$ cat src/rtl/remap_pkg.sv
package remap_pkg;
   localparam int BYTE_W  = 8;
   localparam int SLOT_W  = 3;
   localparam int CHF_W   = 4;
   localparam int MAX_CH  = 8;

   typedef logic [SLOT_W-1:0] slot_t;
   typedef logic [CHF_W-1:0]  chf_t;

   function automatic logic [BYTE_W-1:0] pack_entry(chf_t ch, slot_t sl);
      return {ch, 1'b0, sl};
   endfunction
endpackage

$ cat src/rtl/remap_cmd_regs.sv
module remap_cmd_regs
   import remap_pkg::*;
#(
   parameter int NUM_CH = 8
) (
   input  logic                     clk,
   input  logic                     rst_n,
   input  logic                     map_wr_en,
   input  logic [BYTE_W-1:0]        map_wr_byte,
   input  logic                     cnt_wr_en,
   input  logic [SLOT_W-1:0]        cnt_wr_val,
   input  logic [SLOT_W-1:0]        rd_ch,
   output logic [BYTE_W-1:0]        rd_byte,
   output logic [SLOT_W-1:0]        cnt_rd,
   output logic [NUM_CH*SLOT_W-1:0] shadow_map_o,
   output logic [SLOT_W-1:0]        shadow_cnt_o
);
   localparam logic [CHF_W-1:0] CH_LIMIT = CHF_W'(NUM_CH);

   initial begin
      if (NUM_CH < 2 || NUM_CH > MAX_CH)
         $error("remap_cmd_regs: NUM_CH must lie in 2..8");
   end

   chf_t  wr_ch;
   slot_t wr_slot;
   logic  wr_ok;
   logic  cnt_ok;
   logic  unused_pad_bit;
   slot_t tbl [NUM_CH];
   slot_t cnt_q;
   slot_t rd_slot;

   assign wr_ch          = map_wr_byte[7:4];
   assign wr_slot        = map_wr_byte[2:0];
   assign unused_pad_bit = map_wr_byte[3];
   assign wr_ok  = map_wr_en && (wr_ch < CH_LIMIT) && ({1'b0, wr_slot} < CH_LIMIT);
   assign cnt_ok = cnt_wr_en && (cnt_wr_val != '0) && ({1'b0, cnt_wr_val} < CH_LIMIT);

   always_ff @(posedge clk or negedge rst_n) begin
      if (!rst_n) begin
         for (int i = 0; i < NUM_CH; i++) tbl[i] <= SLOT_W'(i);
      end else if (wr_ok) begin
         for (int i = 0; i < NUM_CH; i++)
            if (wr_ch == CHF_W'(i)) tbl[i] <= wr_slot;
      end
   end

   always_ff @(posedge clk or negedge rst_n) begin
      if (!rst_n)      cnt_q <= SLOT_W'(1);
      else if (cnt_ok) cnt_q <= cnt_wr_val;
   end

   always_comb begin
      rd_slot = '0;
      for (int i = 0; i < NUM_CH; i++)
         if (rd_ch == SLOT_W'(i)) rd_slot = tbl[i];
   end

   assign rd_byte      = pack_entry({1'b0, rd_ch}, rd_slot);
   assign cnt_rd       = cnt_q;
   assign shadow_cnt_o = cnt_q;

   for (genvar g = 0; g < NUM_CH; g++) begin : g_flat
      assign shadow_map_o[g*SLOT_W +: SLOT_W] = tbl[g];

      // a legal write lands in its entry on the next cycle
      p_wr_lands_r2: assert property (@(posedge clk) disable iff (!rst_n)
         (map_wr_en && map_wr_byte[7:4] == CHF_W'(g) && ({1'b0, map_wr_byte[2:0]} < CH_LIMIT))
         |=> tbl[g] == $past(map_wr_byte[2:0]));
   end

   // channel field beyond the table leaves every entry alone
   p_hi_ch_ignored_r3: assert property (@(posedge clk) disable iff (!rst_n)
      (map_wr_en && map_wr_byte[7]) |=> $stable(shadow_map_o));

   // a zero count value is refused
   p_zero_cnt_ignored_r4: assert property (@(posedge clk) disable iff (!rst_n)
      (cnt_wr_en && cnt_wr_val == '0) |=> $stable(cnt_rd));

   // the stored value never drops to one channel
   p_cnt_floor_r4: assert property (@(posedge clk) disable iff (!rst_n)
      cnt_rd != '0);
endmodule

$ cat src/rtl/remap_frame_latch.sv
module remap_frame_latch
   import remap_pkg::*;
#(
   parameter int NUM_CH = 8
) (
   input  logic                     clk,
   input  logic                     rst_n,
   input  logic                     frame_sync,
   input  logic [NUM_CH*SLOT_W-1:0] shadow_map_i,
   input  logic [SLOT_W-1:0]        shadow_cnt_i,
   output logic [NUM_CH*SLOT_W-1:0] act_map_o,
   output logic [SLOT_W-1:0]        act_cnt_o
);
   logic [NUM_CH*SLOT_W-1:0] ident;

   for (genvar g = 0; g < NUM_CH; g++) begin : g_ident
      assign ident[g*SLOT_W +: SLOT_W] = SLOT_W'(g);
   end

   always_ff @(posedge clk or negedge rst_n) begin
      if (!rst_n) begin
         act_map_o <= ident;
         act_cnt_o <= SLOT_W'(1);
      end else if (frame_sync) begin
         act_map_o <= shadow_map_i;
         act_cnt_o <= shadow_cnt_i;
      end
   end

   // working table only moves at a frame boundary
   p_hold_between_r5: assert property (@(posedge clk) disable iff (!rst_n)
      !frame_sync |=> ($stable(act_map_o) && $stable(act_cnt_o)));

   // a boundary copies the staging state
   p_commit_r5: assert property (@(posedge clk) disable iff (!rst_n)
      frame_sync |=> (act_map_o == $past(shadow_map_i) && act_cnt_o == $past(shadow_cnt_i)));
endmodule

$ cat src/rtl/remap_xbar.sv
module remap_xbar
   import remap_pkg::*;
#(
   parameter int NUM_CH   = 8,
   parameter int SAMPLE_W = 16,
   parameter bit REG_OUT  = 1'b1
) (
   input  logic                       clk,
   input  logic                       rst_n,
   input  logic                       samp_valid,
   input  logic [NUM_CH*SAMPLE_W-1:0] samp_in,
   input  logic [NUM_CH*SLOT_W-1:0]   act_map,
   input  logic [SLOT_W-1:0]          act_cnt,
   output logic                       out_valid,
   output logic [NUM_CH*SAMPLE_W-1:0] samp_out
);
   initial begin
      if (SAMPLE_W < 1)
         $error("remap_xbar: SAMPLE_W must be positive");
   end

   logic [NUM_CH*SAMPLE_W-1:0] xb_flat;

   // ascending scan: a later (higher) channel overwrites an earlier one
   always_comb begin
      xb_flat = '0;
      for (int s = 0; s < NUM_CH; s++) begin
         for (int c = 0; c < NUM_CH; c++) begin
            if ((SLOT_W'(c) <= act_cnt) && (act_map[c*SLOT_W +: SLOT_W] == SLOT_W'(s)))
               xb_flat[s*SAMPLE_W +: SAMPLE_W] = samp_in[c*SAMPLE_W +: SAMPLE_W];
         end
      end
   end

   if (REG_OUT) begin : g_reg
      logic                       vld_q;
      logic [NUM_CH*SAMPLE_W-1:0] dat_q;

      always_ff @(posedge clk or negedge rst_n) begin
         if (!rst_n) begin
            vld_q <= 1'b0;
            dat_q <= '0;
         end else begin
            vld_q <= samp_valid;
            if (samp_valid) dat_q <= xb_flat;
         end
      end

      assign out_valid = vld_q;
      assign samp_out  = dat_q;

      // each input frame yields one output frame a cycle later
      p_valid_follows_r6: assert property (@(posedge clk) disable iff (!rst_n)
         samp_valid |=> out_valid);

      p_no_spurious_r6: assert property (@(posedge clk) disable iff (!rst_n)
         !samp_valid |=> !out_valid);

      // output data holds while no frame arrives
      p_data_hold_r6: assert property (@(posedge clk) disable iff (!rst_n)
         !samp_valid |=> $stable(samp_out));
   end else begin : g_comb
      assign out_valid = samp_valid;
      assign samp_out  = xb_flat;
   end
endmodule

$ cat src/rtl/slot_remapper.sv
module slot_remapper
   import remap_pkg::*;
#(
   parameter int NUM_CH   = 8,
   parameter int SAMPLE_W = 16,
   parameter bit REG_OUT  = 1'b1
) (
   input  logic                       clk,
   input  logic                       rst_n,
   input  logic                       map_wr_en,
   input  logic [7:0]                 map_wr_byte,
   input  logic                       cnt_wr_en,
   input  logic [2:0]                 cnt_wr_val,
   input  logic [2:0]                 rd_ch,
   output logic [7:0]                 rd_byte,
   output logic [2:0]                 cnt_rd,
   input  logic                       frame_sync,
   input  logic                       samp_valid,
   input  logic [NUM_CH*SAMPLE_W-1:0] samp_in,
   output logic                       out_valid,
   output logic [NUM_CH*SAMPLE_W-1:0] samp_out
);
   localparam int MAP_W = NUM_CH * SLOT_W;

   logic [MAP_W-1:0]  shadow_map;
   logic [SLOT_W-1:0] shadow_cnt;
   logic [MAP_W-1:0]  act_map;
   logic [SLOT_W-1:0] act_cnt;

   remap_cmd_regs #(.NUM_CH(NUM_CH)) u_regs (
      .clk          (clk),
      .rst_n        (rst_n),
      .map_wr_en    (map_wr_en),
      .map_wr_byte  (map_wr_byte),
      .cnt_wr_en    (cnt_wr_en),
      .cnt_wr_val   (cnt_wr_val),
      .rd_ch        (rd_ch),
      .rd_byte      (rd_byte),
      .cnt_rd       (cnt_rd),
      .shadow_map_o (shadow_map),
      .shadow_cnt_o (shadow_cnt)
   );

   remap_frame_latch #(.NUM_CH(NUM_CH)) u_latch (
      .clk          (clk),
      .rst_n        (rst_n),
      .frame_sync   (frame_sync),
      .shadow_map_i (shadow_map),
      .shadow_cnt_i (shadow_cnt),
      .act_map_o    (act_map),
      .act_cnt_o    (act_cnt)
   );

   remap_xbar #(.NUM_CH(NUM_CH), .SAMPLE_W(SAMPLE_W), .REG_OUT(REG_OUT)) u_xbar (
      .clk        (clk),
      .rst_n      (rst_n),
      .samp_valid (samp_valid),
      .samp_in    (samp_in),
      .act_map    (act_map),
      .act_cnt    (act_cnt),
      .out_valid  (out_valid),
      .samp_out   (samp_out)
   );
endmodule

$ cat config.mk
export PLATFORM = sky130hd
export DESIGN_NAME = slot_remapper
export DESIGN_NICKNAME = d
export VERILOG_FILES = /design/src/rtl/remap_pkg.sv /design/src/rtl/remap_cmd_regs.sv /design/src/rtl/remap_frame_latch.sv /design/src/rtl/remap_xbar.sv /design/src/rtl/slot_remapper.sv
export SDC_FILE = /design/constraint.sdc
export NUM_CORES = 1
export LEC_CHECK = 0
export BUFFER_PORTS_ARGS = -buffer_cell sky130_fd_sc_hd__buf_4
export CORE_MARGIN = 1
export CORE_UTILIZATION = 25
export DETAILED_ROUTE_END_ITERATION = 8
export GPL_TIMING_DRIVEN = 0
export SETUP_SLACK_MARGIN = 0.02
export SYNTH_ARGS = -nofsm -noshare
export SYNTH_HDL_FRONTEND = slang
export SYNTH_HIERARCHICAL = 1
export SYNTH_SLANG_ARGS = --single-unit
$ cat constraint.sdc
create_clock -name clk -period 2.2 [get_ports clk]
set_clock_uncertainty 0.2 [all_clocks]
set_input_delay 0.44 -clock clk [delete_from_list [all_inputs] [get_ports clk]]
set_output_delay 0.44 -clock clk [all_outputs]
set_load 0.02 [all_outputs]
## Yosys cells after proc, flatten, opt, wreduce, memory -nomap -nowiden

Cells that the tools add are included.

| word-level totals | value |
|---|---|
| register bits after elaboration | 183 |
| output and inout bits | 140 |
| bits of input ports | 148 |
| logic and storage cells | 249 |

| cells by class | value |
|---|---|
| magnitude comparators | 9 |
| reductions and logical operators | 85 |
| equality and inequality tests | 70 |
| multiplexer cells | 72 |

Operators by type and width:

| kind | number |
|---|---|
| 2-to-1 mux 16 bit | 64 |
| == test 3 bit, second input constant | 36 |
| logical AND 1 bit | 66 |
| == test 3 x 2 -> 1 bit, second input constant | 18 |
| == test 3 x 1 -> 1 bit, second input constant | 9 |
| zero test 3 bit | 9 |
| 2-to-1 mux 3 bit | 8 |
| == test 4 x 3 -> 1 bit, second input constant | 4 |
| AND reduction 2 bit | 8 |
| less-or-equal comparator 3 bit, first input constant | 4 |
| == test 4 x 2 -> 1 bit, second input constant | 2 |
| less-or-equal comparator 1 x 3 -> 1 bit, first input constant | 2 |
| less-or-equal comparator 2 x 3 -> 1 bit, first input constant | 2 |
| == test 4 x 1 -> 1 bit, second input constant | 1 |
| zero test 4 bit | 1 |
| < comparator 4 bit, second input constant | 1 |
| nonzero test 3 bit | 1 |

## Logic depth before layout (Yosys ltp)

| depth | value |
|---|---|
| depth after elaboration | 10 |
| mapped depth | 9 |
| mapped depth without buffers | 5 |

## Hierarchy

The synthesis kept the hierarchy.

By module, submodules not included:

| module | seq. area each (sq um) | area each (sq um) | cells each | times used |
|---|---|---|---|---|
| remap_xbar | 3228.1 | 16633.5 | 2391 | 1 |
| remap_cmd_regs | 691.9 | 1425.1 | 117 | 1 |
| remap_frame_latch | 691.9 | 1122.3 | 57 | 1 |

## Least setup slack after synthesis

No wires, ideal clock.

| timing | value |
|---|---|
| path type | register -> register |
| start | register u_latch.act_map_o[23] |
| end | register u_xbar.g_reg.dat_q[101], in the netlist u_xbar/samp_out[101] |
| setup slack | -0.203 ns |
| buffers on the path | 3 |
| stages on the path, launching flop included | 9 |
| data arrival time | 2.082 ns |
| clock period less this slack | 2.403 ns |
| path through | dfstp_2 clkbuf_1 and3b_1 clkbuf_1 nand3_1 clkbuf_1 o221ai_1 a21oi_1 a31o_2 |

| between the ends | value |
|---|---|
| cells in the longest elaborated chain, start to end | 3 |

Ends and longest elaborated chain:

| item | RTL line | text |
|---|---|---|
| from (decl) | remap_frame_latch.sv:11 | `output logic [NUM_CH*SLOT_W-1:0] act_map_o,` |
| from (signal assigned) | remap_frame_latch.sv:22 | `act_map_o <= ident;` |
| from (signal assigned) | remap_frame_latch.sv:25 | `act_map_o <= shadow_map_i;` |
| == test 3 bit | remap_xbar.sv:29 | `if ((SLOT_W'(c) <= act_cnt) && (act_map[c*SLOT_W +: SLOT_W] == SLOT_W'(s)))` |
| logical AND 1 bit | remap_xbar.sv:29 |  |
| 2-to-1 mux 16 bit | remap_xbar.sv:29 |  |
| to (signal assigned) | remap_xbar.sv:45 | `if (samp_valid) dat_q <= xb_flat;` |
| to (decl) | remap_xbar.sv:37 | `logic [NUM_CH*SAMPLE_W-1:0] dat_q;` |

No other way between the ends.
A chain may end at the register's enable or synchronous reset.

## Worst setup path in the final report

| timing | value |
|---|---|
| start | register u_latch.act_cnt_o[2] |
| end | register u_xbar.g_reg.dat_q[11], in the netlist u_xbar/samp_out[11] |

| between the ends | value |
|---|---|
| cells in the longest elaborated chain, start to end | 10 |

Ends and longest elaborated chain:

| item | RTL line | text |
|---|---|---|
| from (decl) | remap_frame_latch.sv:12 | `output logic [SLOT_W-1:0] act_cnt_o` |
| from (signal assigned) | remap_frame_latch.sv:26 | `act_cnt_o <= shadow_cnt_i;` |
| less-or-equal comparator 1 x 3 -> 1 bit | remap_xbar.sv:29 |  |
| logical AND 1 bit | remap_xbar.sv:29 |  |
| 2-to-1 mux 16 bit (7 in a row) | remap_xbar.sv:29 |  |
| 2-to-1 mux 16 bit * | remap_xbar.sv:29 |  |

Every way passes the cells marked *; elsewhere a longest branch is shown, timed or not.

==> reports/metrics.yaml <==
crit_arrival_ns: 2.84
antenna_found_initial: 7
grt_pass1_wl_um: 210100
setup_ws_ns: -0.4207
cts_tree: "done"
port_buffers: 246
synth_cells: 2565
synth-async-reset-ratio: 1.000
vias: 28130
rsz0062_at_grt: "yes"
cts.htree.levels: 4
drv_cap: 0
critPathMaxStageDelay_ns: 0.50
start_util: 0.2525
wl_per_cell_um: 38.77
required_ns: 2.42
yosysWarnings: 6
first_iter_violations: 4802
ir_worst_vdd_mv: 0.6084
drc: 0
slew_viol_final: 0
crit_chain: "buf_8 > buf_12 > o21bai_4 > nor3_4 > buf_6 > nor3b_4 > buf_12 > buf_8 > o211ai_1 > a31o_2"
grt_max_degree: 110
ant_nets: 0
clock-sinks: 183
ys_ff_latch: 183
grt-ovfl-total: 0
rows: 101
violations: "negative setup slack"
crit_fanout: 5
avgSynthCellArea_um2: 7.478
multi_input_area_mm2: 0.01574
path_clk_slew_ns: 0.09
die-height_um: 279.0
min_period_over_period: 1.191
viasPerCell: 6.835
status: "complete, but fails checks"
design.core.area_mm2: 0.07595
clock_latency_ns: 0.52
drive_gt1_frac: 0.4060
seq_area_frac_synth: 0.2404
clockBufferDepth: 2
cts_buffers: 17
wirelength_um: 159600
hold_violations: 0
nNetsFinal: 3214
register_area_mm2: 0.004626
timing.fmax_mhz: 381.6
ys.flop_type: "dfrtp_1"
leakage_nw: 11.64
cp_slowest_cell: "dfrtp_2"
pwr_density_cell_mw_per_mm2: 977.3
synth_edf_count: 0
die-area_mm2: 0.07784
ys_types: 87
hp-class: "in -> reg"
track_usage: 0.3870
place_congestion: 1.076
cts_root_buf: "clkbuf_16"
dp_hpwl_um: 119100
grt_pass1_vias: 26400
fin_crit_ns: 2.621
nFillCells: 7822
die-width_um: 279.0
worstSetupPathType: "reg -> reg"
drt-pass1-iter-count: 6
startpoint_type: "flip-flop"
whs_ns: 0.02944
power_mw: 29.24
finalSetupViolations: 131
worst_pin_slew_ns: 1.267
area_growth_pct: 55.99
slew_headroom: 0.1552
io_pins: 288
syn_area_mm2: 0.01918
critical_path.endpoint_type: "flip-flop"
## stage by stage
stage | setup TNS (ns) | instance area, um2 | setup slack, ns | std cells | utilization
2_1_floorplan | -0.06705 | 19350 | -0.005963 | 2566 | -
3_3_place_gp | -356.84 | 22490 | -2.034 | 3842 | 0.2961
3_5_place_dp | -185.93 | 22520 | -1.919 | 3843 | 0.2965
4_1_cts | -36.57 | 27790 | -0.4147 | 4020 | 0.3659
5_1_grt | -40.98 | 29910 | -0.4498 | 4110 | 0.3938
6_report | -37.02 | 29920 | -0.4207 | 4115 | 0.3939
## logic make-up after synthesis
group	synth area share
muxes	0.04234
and+or+nand+nor	0.2193
AOI/OAI and AO/OA	0.4178
buffers and inverters	0.07991
DFF	0.2404
other	0.0001955
## layer usage
| metal | part of all wire | GRT usage | vias up |
|---|---|---|---|
| met5 | 0.00044 | 0.001876 | - |
| met4 | 0.088 | 0.2564 | 10 |
| met3 | 0.13 | 0.1161 | 829 |
| met2 | 0.41 | 0.5709 | 2612 |
| met1 | 0.37 | 0.4853 | 13620 |
| li1 | - | - | 11060 |
## final cells by class
class / instances / area share
Buffer: 312 / 0.09547
Timing Repair Buffer: 502 / 0.1546
Clock inverter: 15 / 0.007987
Inverter: 27 / 0.003387
Multi-Input combinational cell: 2023 / 0.5262
Clock buffer: 17 / 0.01422
Antenna cell: 6 / 0.0005018
Tap cell: 1030 / 0.04307
Sequential cell: 183 / 0.1546
## timing repair
item	4_1_cts	5_1_grt
endpoints found under the setup margin	131	131
hold buffers	8	0
buffers inserted	137	88
cloned	17	13
resized for setup	827	328
endpoints found under the hold margin	78	0
pin swaps	154	190
## power by group
group | switching (mW) | internal (mW)
registers | 1.60 | 4.58
clock network | 2.03 | 1.70
logic | 11.5 | 7.83
total | 15.1 | 14.1
## layout by cell type (no fill, tap or decap), drive strengths merged, types with 22 or more instances in the layout
cell and n:
nor2 296, nand2b 64, a21o 44, a31o 36, inv 34, a31oi 32, nand4 26, nor3 46
o21ai 88, a22oi 117, nand3 89, buf 600, dfstp 26, mux2 53, o211ai 53, nor2b 34
o31ai 39, nand3b 25, o221ai 100, dfrtp 157, a311oi 29, a21oi 208, a32o 22, nand2 162
o22ai 86, a221oi 51, and3 36, clkbuf 222
## critical path: cells and delay by family (launching register included)
family / cells / cell delay (ns)
buffers and inverters: 5 / 0.77
AO/OA/AOI/OAI: 3 / 0.77
AND/OR/NAND/NOR: 2 / 0.27
flip-flops: 1 / 0.50
## registers in the layout (all words and copies together), names as in the netlist
signal and flops:
u_xbar/samp_out 128, u_regs/shadow_map_o 24, u_regs/cnt_rd 3, u_latch/act_map_o 24, u_xbar/out_valid 1, u_latch/act_cnt_o 3
## final timing paths
kind,slack (ns),startpoint,cells after the start,endpoint
max,-0.42,u_latch/act_cnt_o[2],10,u_xbar/samp_out[11]
min,0.03,map_wr_byte[1],2,u_regs/shadow_map_o[4]
max reg2reg,-0.42,u_latch/act_cnt_o[2],10,u_xbar/samp_out[11]
min reg2reg,0.35,u_regs/shadow_map_o[8],1,u_latch/act_map_o[8]
max in group asynchronous,0.38,rst_n,3,u_latch/act_cnt_o[2]
min in group asynchronous,0.31,rst_n,2,u_xbar/samp_out[119]
## cells in the mapped netlist (17+ instances only)
library cell / count / share of area
a31o_2: 25 / 0.011
dfrtp_1: 157 / 0.20
o211ai_1: 53 / 0.021
a221oi_1: 51 / 0.023
o22ai_1: 86 / 0.028
a211oi_1: 17 / 0.0067
nand2b_1: 64 / 0.021
buf_1: 21 / 0.0041
nand3_1: 89 / 0.023
a311oi_1: 29 / 0.013
o2111ai_1: 21 / 0.0096
o21ai_0: 82 / 0.021
o221ai_1: 100 / 0.046
a22o_1: 17 / 0.0078
nor2_1: 294 / 0.058
a21o_1: 44 / 0.017
nor2b_1: 34 / 0.011
clkbuf_1: 238 / 0.047
nand3b_1: 24 / 0.0094
a31oi_1: 32 / 0.010
a22oi_1: 117 / 0.046
nor3_1: 43 / 0.011
mux2_2: 33 / 0.019
a21oi_1: 208 / 0.054
and3_1: 34 / 0.011
nand2_1: 162 / 0.032
a32o_1: 22 / 0.011
buf_2: 56 / 0.015
nand4_1: 26 / 0.0085
mux2_4: 20 / 0.016
dfstp_2: 26 / 0.036
o31ai_1: 39 / 0.015
inv_1: 27 / 0.0053
Note: power is estimated with default switching activity, not from simulation.
